## src/rtl/wuf_pkg.sv

```systemverilog
// Package: shared flag indices and vector type for the wake-up flag controller.
// Assumes three flags; index order is decoded by software and must not move.
package wuf_pkg;
    localparam int NUM_FLAGS = 3;
    localparam int FLG_PROG  = 0;
    localparam int FLG_SW    = 1;
    localparam int FLG_RTC   = 2;

    typedef logic [NUM_FLAGS-1:0] flag_vec_t;
endpackage

```

## src/rtl/wuf_clear_decode.sv

```systemverilog
// Module: wuf_clear_decode
// Turns the held clear bits into per-flag block levels. It applies the
// compare-to-programmable cross-clear and the IO-only programmable clear.
// Assumes selection code 0 = compare channel, 1..NUM_IO = IO line code-1.
module wuf_clear_decode
    import wuf_pkg::*;
#(
    parameter int NUM_IO = 4,
    parameter int SEL_W  = 4
) (
    input  flag_vec_t         clr_i,
    input  logic [SEL_W-1:0]  prog_sel_i,
    input  logic [NUM_IO-1:0] io_in_en_i,
    output flag_vec_t         block_o
);
    localparam logic [SEL_W-1:0] SEL_RTC = '0;

    logic io_clr_ok;
    logic rtc_is_prog;

    // Find whether the selected source is an enabled IO line.
    always_comb begin
        io_clr_ok = 1'b0;
        for (int k = 0; k < NUM_IO; k++) begin
            if (prog_sel_i == SEL_W'(k + 1) && io_in_en_i[k]) begin
                io_clr_ok = 1'b1;
            end
        end
    end

    // Detect the compare channel serving as the programmable source.
    always_comb begin
        rtc_is_prog = (prog_sel_i == SEL_RTC);
    end

    // Build the block level of each flag.
    always_comb begin
        block_o           = '0;
        block_o[FLG_RTC]  = clr_i[FLG_RTC];
        block_o[FLG_SW]   = clr_i[FLG_SW];
        block_o[FLG_PROG] = (clr_i[FLG_PROG] && io_clr_ok)
                          || (clr_i[FLG_RTC] && rtc_is_prog);
    end
endmodule

```

## src/rtl/wuf_flag_cell.sv

```systemverilog
// Module: wuf_flag_cell
// One sticky pending flag. A block level wins over an event and forces the
// flag to 0. Otherwise an event pulse sets it and it holds.
// Assumes evt_i is a single-cycle pulse in the clk domain.
module wuf_flag_cell (
    input  logic clk,
    input  logic rst_n,
    input  logic evt_i,
    input  logic block_i,
    output logic flag_o
);
    // Flag register: reset, block, set, hold in that priority.
    always_ff @(posedge clk) begin
        if (!rst_n) begin
            flag_o <= 1'b0;
        end else if (block_i) begin
            flag_o <= 1'b0;
        end else if (evt_i) begin
            flag_o <= 1'b1;
        end
    end

    AST_BLOCK_WINS: assert property (@(posedge clk) disable iff (!rst_n)
        block_i |=> !flag_o);
    AST_EVENT_SETS: assert property (@(posedge clk) disable iff (!rst_n)
        (evt_i && !block_i) |=> flag_o);
    AST_FLAG_HOLDS: assert property (@(posedge clk) disable iff (!rst_n)
        (!evt_i && !block_i) |=> $stable(flag_o));
    AST_DROP_HELD: assert property (@(posedge clk) disable iff (!rst_n)
        (evt_i && block_i) |=> !flag_o);
endmodule

```

## src/rtl/wakeup_flag_ctrl.sv

```systemverilog
// Module: wakeup_flag_ctrl (top)
// Three pending wake flags with level-held clears and a wake request.
// Assumes single-cycle event pulses in the clk domain and a synchronous
// active-low reset.
module wakeup_flag_ctrl
    import wuf_pkg::*;
#(
    parameter int NUM_IO = 4,
    parameter int SEL_W  = 4
) (
    input  logic              clk,
    input  logic              rst_n,
    input  logic              rtc_evt_i,
    input  logic              sw_evt_i,
    input  logic              prog_evt_i,
    input  logic [SEL_W-1:0]  prog_sel_i,
    input  logic [NUM_IO-1:0] io_in_en_i,
    input  logic [2:0]        clr_i,
    output logic [2:0]        flags_o,
    output logic              wake_req_o
);
    localparam logic [SEL_W-1:0] SEL_RTC = '0;
    localparam logic [SEL_W-1:0] SEL_LAST_IO = SEL_W'(NUM_IO);

    flag_vec_t evt_vec;
    flag_vec_t block_vec;
    flag_vec_t flag_vec;

    // Collect the event pulses in flag order.
    always_comb begin
        evt_vec           = '0;
        evt_vec[FLG_RTC]  = rtc_evt_i;
        evt_vec[FLG_SW]   = sw_evt_i;
        evt_vec[FLG_PROG] = prog_evt_i;
    end

    wuf_clear_decode #(
        .NUM_IO (NUM_IO),
        .SEL_W  (SEL_W)
    ) clr_dec_i (
        .clr_i      (clr_i),
        .prog_sel_i (prog_sel_i),
        .io_in_en_i (io_in_en_i),
        .block_o    (block_vec)
    );

    for (genvar g = 0; g < NUM_FLAGS; g++) begin : g_flag
        wuf_flag_cell cell_i (
            .clk     (clk),
            .rst_n   (rst_n),
            .evt_i   (evt_vec[g]),
            .block_i (block_vec[g]),
            .flag_o  (flag_vec[g])
        );
    end

    // Drive the outputs from the flag cells.
    always_comb begin
        flags_o    = flag_vec;
        wake_req_o = |flag_vec;
    end

    AST_CROSS_CLEAR: assert property (@(posedge clk) disable iff (!rst_n)
        (clr_i[FLG_RTC] && prog_sel_i == SEL_RTC) |=> !flags_o[FLG_PROG]);
    AST_NO_CROSS: assert property (@(posedge clk) disable iff (!rst_n)
        (flags_o[FLG_PROG] && !clr_i[FLG_PROG] && prog_sel_i != SEL_RTC)
        |=> flags_o[FLG_PROG]);
    AST_IO_ONLY_CLEAR: assert property (@(posedge clk) disable iff (!rst_n)
        (flags_o[FLG_PROG] && !clr_i[FLG_RTC]
         && (prog_sel_i > SEL_LAST_IO || prog_sel_i == SEL_RTC))
        |=> flags_o[FLG_PROG]);
    AST_RTC_ANY_SEL: assert property (@(posedge clk) disable iff (!rst_n)
        (rtc_evt_i && !clr_i[FLG_RTC]) |=> flags_o[FLG_RTC]);
    AST_WAKE_CAUSE: assert property (@(posedge clk) disable iff (!rst_n)
        $rose(wake_req_o) |-> $past(rtc_evt_i || sw_evt_i || prog_evt_i));
    AST_SW_ISOLATED: assert property (@(posedge clk) disable iff (!rst_n)
        (flags_o[FLG_SW] && !clr_i[FLG_SW]) |=> flags_o[FLG_SW]);
    AST_RESET_ZERO: assert property (@(posedge clk)
        !rst_n |=> (flags_o == 3'b000));
endmodule

```

## config.mk

```make
export PLATFORM = sky130hd
export DESIGN_NAME = wakeup_flag_ctrl
export DESIGN_NICKNAME = d
export VERILOG_FILES = /design/src/rtl/wuf_pkg.sv /design/src/rtl/wuf_clear_decode.sv /design/src/rtl/wuf_flag_cell.sv /design/src/rtl/wakeup_flag_ctrl.sv
export SDC_FILE = /design/constraint.sdc
export NUM_CORES = 1
export LEC_CHECK = 0
export BUFFER_PORTS_ARGS = -buffer_cell sky130_fd_sc_hd__buf_4
export CORE_AREA = 2 2 39 41
export DETAILED_ROUTE_END_ITERATION = 10
export DIE_AREA = 0 0 41 43
export PLACE_DENSITY = 0.44
export SYNTH_ARGS = -nofsm -noshare
export SYNTH_HDL_FRONTEND = slang
export SYNTH_SLANG_ARGS = --single-unit
export TNS_END_PERCENT = 20
```

## constraint.sdc

```tcl
create_clock -name clk -period 1.9 [get_ports clk]
set_input_delay 0.095 -clock clk [delete_from_list [all_inputs] [get_ports clk]]
set_output_delay 0.095 -clock clk [all_outputs]
set_load 0.005 [all_outputs]
```

# After elaboration in Yosys (flattened, before gate mapping)
# Cells that the tools add are included.
dict set report word_totals {
  inputBits 16
  elab_cells 24
  reg_bits 3
  output_inout_bits 4
}
dict set report classes {
  muxes 4
  n_eq_ne 4
  n_reduce_logical 12
  bitwise_logic 1
}
# op count
set op_table {}
lappend op_table {{equality test 4 x 2 -> 1 bit, second input constant} 2}
lappend op_table {{logical AND 1 bit} 6}
lappend op_table {{OR reduction 2 bit} 3}
lappend op_table {{equality test 4 x 1 -> 1 bit, second input constant} 1}
lappend op_table {{equality test 4 x 3 -> 1 bit, second input constant} 1}
lappend op_table {{logical NOT 4 bit} 1}
lappend op_table {{two-way mux 1 bit} 4}
lappend op_table {{OR reduction 3 bit} 1}
lappend op_table {{logical OR 1 bit} 1}
lappend op_table {{NOT 1 bit} 1}

# Logic depth before layout (Yosys ltp)
dict set report logic_depth {
  word_depth 9
  ltp_mapped 3
  depth_no_buf 3
}

# Cells and area by module
# A second synthesis with hierarchy kept.
dict set report hier_totals {
  hier_cells 20
  hier_area_um2 181.4
}
# mod instances seq_area_each_um2 cells_each area_per_inst_um2
set by_module_without_submodules {}
lappend by_module_without_submodules {wuf_flag_cell 3 20.0 3 36.3}
lappend by_module_without_submodules {wuf_clear_decode 1 0.0 10 66.3}
lappend by_module_without_submodules {wakeup_flag_ctrl 1 0.0 1 6.3}

# Worst setup path after synthesis
# Ideal clock, no wire load.
dict set report synth_timing {
  path_type {reg-to-output}
  startpoint {register g_flag[0].cell_i.flag_o}
  endpoint {output wake_req_o}
  path_stages_with_launch 2
  arrival_time_ns 0.664
  path_slack_ns 1.141
  required_time_ns 1.805
  n_path_buf 0
  path_cell_list {dfxtp_1 or3_1}
}
dict set report synth_via {
  elab_chain_len 1
}
# element line
set synth_rtl {}
lappend synth_rtl {{start, declared} wuf_flag_cell.sv:10} ;# output logic flag_o
lappend synth_rtl {{start signal, assigned} wuf_flag_cell.sv:15} ;# flag_o <= 1'b0;
lappend synth_rtl {{start signal, assigned} wuf_flag_cell.sv:17} ;# flag_o <= 1'b0;
lappend synth_rtl {{start signal, assigned} wuf_flag_cell.sv:19} ;# flag_o <= 1'b1;
lappend synth_rtl {{OR reduction 3 bit} wakeup_flag_ctrl.sv:60} ;# wake_req_o = |flag_vec;
lappend synth_rtl {{end, declared} wakeup_flag_ctrl.sv:20} ;# output logic wake_req_o
# Every way passes these cells.

# Worst setup path after layout
# Ends and elaborated chain as after synthesis.

==> results_dict.tcl <==
set metrics [dict create \
    status "finished clean" \
    n_fill_cell 152 \
    endpoint_kind "output pin" \
    htree_levels 1 \
    worstPathRequired_ns 1.80 \
    reg2reg_to "g_flag[0].cell_i.flag_o" \
    vdd_ir_drop_max_v 0.000165 \
    worstSetupStartpointType "flop" \
    start_util 0.131 \
    max-slew-margin-rel 0.768 \
    synth-seq-area-share 0.331 \
    largest_reg_flops 3 \
    ff2ff_setup_slack_ns 1.14 \
    wl_per_cell_um 9.39 \
    ys_types 14 \
    post_cts_buffers 0 \
    rows 14 \
    coreArea_um2 1380 \
    netlist_area_um2 181 \
    cts_root_buf "clkbuf_4" \
    slew_violations 0 \
    ys_seq_elements 3 \
    final.setup.tns_ns 0 \
    period_needed_ns 1.14 \
    cts_hold_buf 0 \
    wirelength_um 526 \
    die-area_um2 1760 \
    io_pins 20 \
    antenna_found_initial 0 \
    grt_first_pass_wirelength_um 724 \
    die_x_um 41 \
    fmax_mhz 879 \
    tritoncts "yes" \
    netlist_instances 20 \
    powerDensity_nw_per_um2 667 \
    p_leak_nw 0.158 \
    dr.pass1.iters 2 \
    fin_nets 57 \
    grt_util_all_layers 0.0681 \
    synth_ff_type "dfxtp_1" \
    route.detailed.drc 0 \
    p_total_w 0.000232 \
    synthTopCellsByArea "dfxtp_1, buf_4, a2111oi_2, nor3b_1, a211oi_2" \
    grt_max_degree 5 \
    synth-edff-count 0 \
    dr_total_vias 224 \
    regMostFlops "g_flag.cell_i.flag_o" \
    maxCapViolCount 0 \
    cts_resized 0 \
    syn_to_final_growth_pct 91.7 \
    antennaDiodeCount 0 \
    regArea_um2 60.1 \
    dieHeight_um 43 \
    synth_commonest_cells "buf_4, dfxtp_1, nor2_1, nor3b_1" \
    ff2ff_path_depth 2 \
    yosys_warnings 0 \
    largestRegisters "g_flag.cell_i.flag_o (3)" \
    arrival_ns 1.04 \
    syn_nets 36 \
    rsz0062_at_grt "false" \
    netlist.area_leader.share 0.331 \
    setup_viol 0 \
    place.gp.congestion 0.574 \
    clock_latency_ns 0.23 \
    path_class "flop to output pin" \
    worst_slack_ns 0.762 \
    ant_nets 0 \
    numCtsBuffers 3 \
    place.port_buffers 19 \
    critPathMaxFanout 3 \
    syn_area_per_cell_um2 9.07 \
    vias_per_cell 4.00 \
    endpoint "wake_req_o" \
    overflow 0 \
    r2r-start "g_flag[0].cell_i.flag_o" \
    ys_async_sr_fraction 0 \
    drive_above_1_share 0.600 \
    drt-initial-drc-count 1 \
    clkSinkCount 3 \
    timing.final.hold_violations 0 \
    fin_crit_sh 0.599 \
    worstSetupStartpoint "g_flag[0].cell_i.flag_o" \
    tightest_slew_ns 0.343 \
    cts.path.max_buffers 2 \
    finClkSkew_ns 0 \
    path_clk_slew_ns 0.04 \
    grt_pass1_vias 201 \
    hp-class "input pin to flop" \
    synth_top_cell_by_area "dfxtp_1" \
    final_area_um2 348 \
    multi_input_area_um2 98.8 \
    dpl_worst_slack_ns 0.993 \
    post_dp_cell_area_um2 322 \
]
## power by group
| group | internal (W) | leakage (nW) | switching, W |
|---|---|---|---|
| clock network | 0.0000787 | 0.0150 | 0.0000327 |
| registers | 0.0000672 | 0.0248 | 0.00000245 |
| logic | 0.0000344 | 0.119 | 0.0000164 |
| total | 0.000180 | 0.158 | 0.0000515 |
## final cells by class
cell class | instances | share of cell area
clock buffer | 4 | 0.0755
multi-input combinational | 14 | 0.284
sequential | 3 | 0.173
tap | 16 | 0.0576
timing repair buffer | 19 | 0.410
## through the flow
step / hold slack, ns / instances / utilization
floorplan: 0.171 / 20 / -
global placement: 0.262 / 52 / 0.232
detailed placement: 0.263 / 52 / 0.232
CTS: 0.0153 / 56 / 0.251
global route: 0.0148 / 56 / 0.251
finish: 0.0269 / 56 / 0.251
## metal layers
metal | GRT usage | vias to the layer above | routed length (um)
met5 | 0 | - | 0
met4 | 0.0600 | 0 | 0
met3 | 0.0524 | 0 | 105
met2 | 0.0750 | 20 | 199
met1 | 0.0799 | 92 | 221
li1 | - | 112 | -
## layout by cell type (no fill, tap or decap), types with 2 or more instances in the layout
cell	instances
buf_4	19
clkbuf_4	3
dfxtp_1	3
nor2_1	2
nor3b_1	2
## critical path, stage by stage (launching register included)
cell and delay, ns:
dfxtp_1 0.31, or3_1 0.36, buf_4 0.14
## how the worst min path moves through the flow
stage	startpoint	to	depth (start not counted)
after floorplan	clr_i[1]	g_flag[1].cell_i.flag_o	1
after global placement	clr_i[1]	g_flag[1].cell_i.flag_o	2
after detailed placement	clr_i[1]	g_flag[1].cell_i.flag_o	2
after CTS	clr_i[1]	g_flag[1].cell_i.flag_o	2
after global routing	clr_i[1]	g_flag[1].cell_i.flag_o	2
final	clr_i[1]	g_flag[1].cell_i.flag_o	2
## kinds of logic (layout without fill, tap and decap cells)
logic type,count (synthesis),count (layout),share of synthesized area
DFF,3,3,0.331
buffers and inverters,3,23,0.124
and+or+nand+nor,9,9,0.290
AOI/OAI and AO/OA,5,5,0.255
Power figures use the tool's default switching activity.
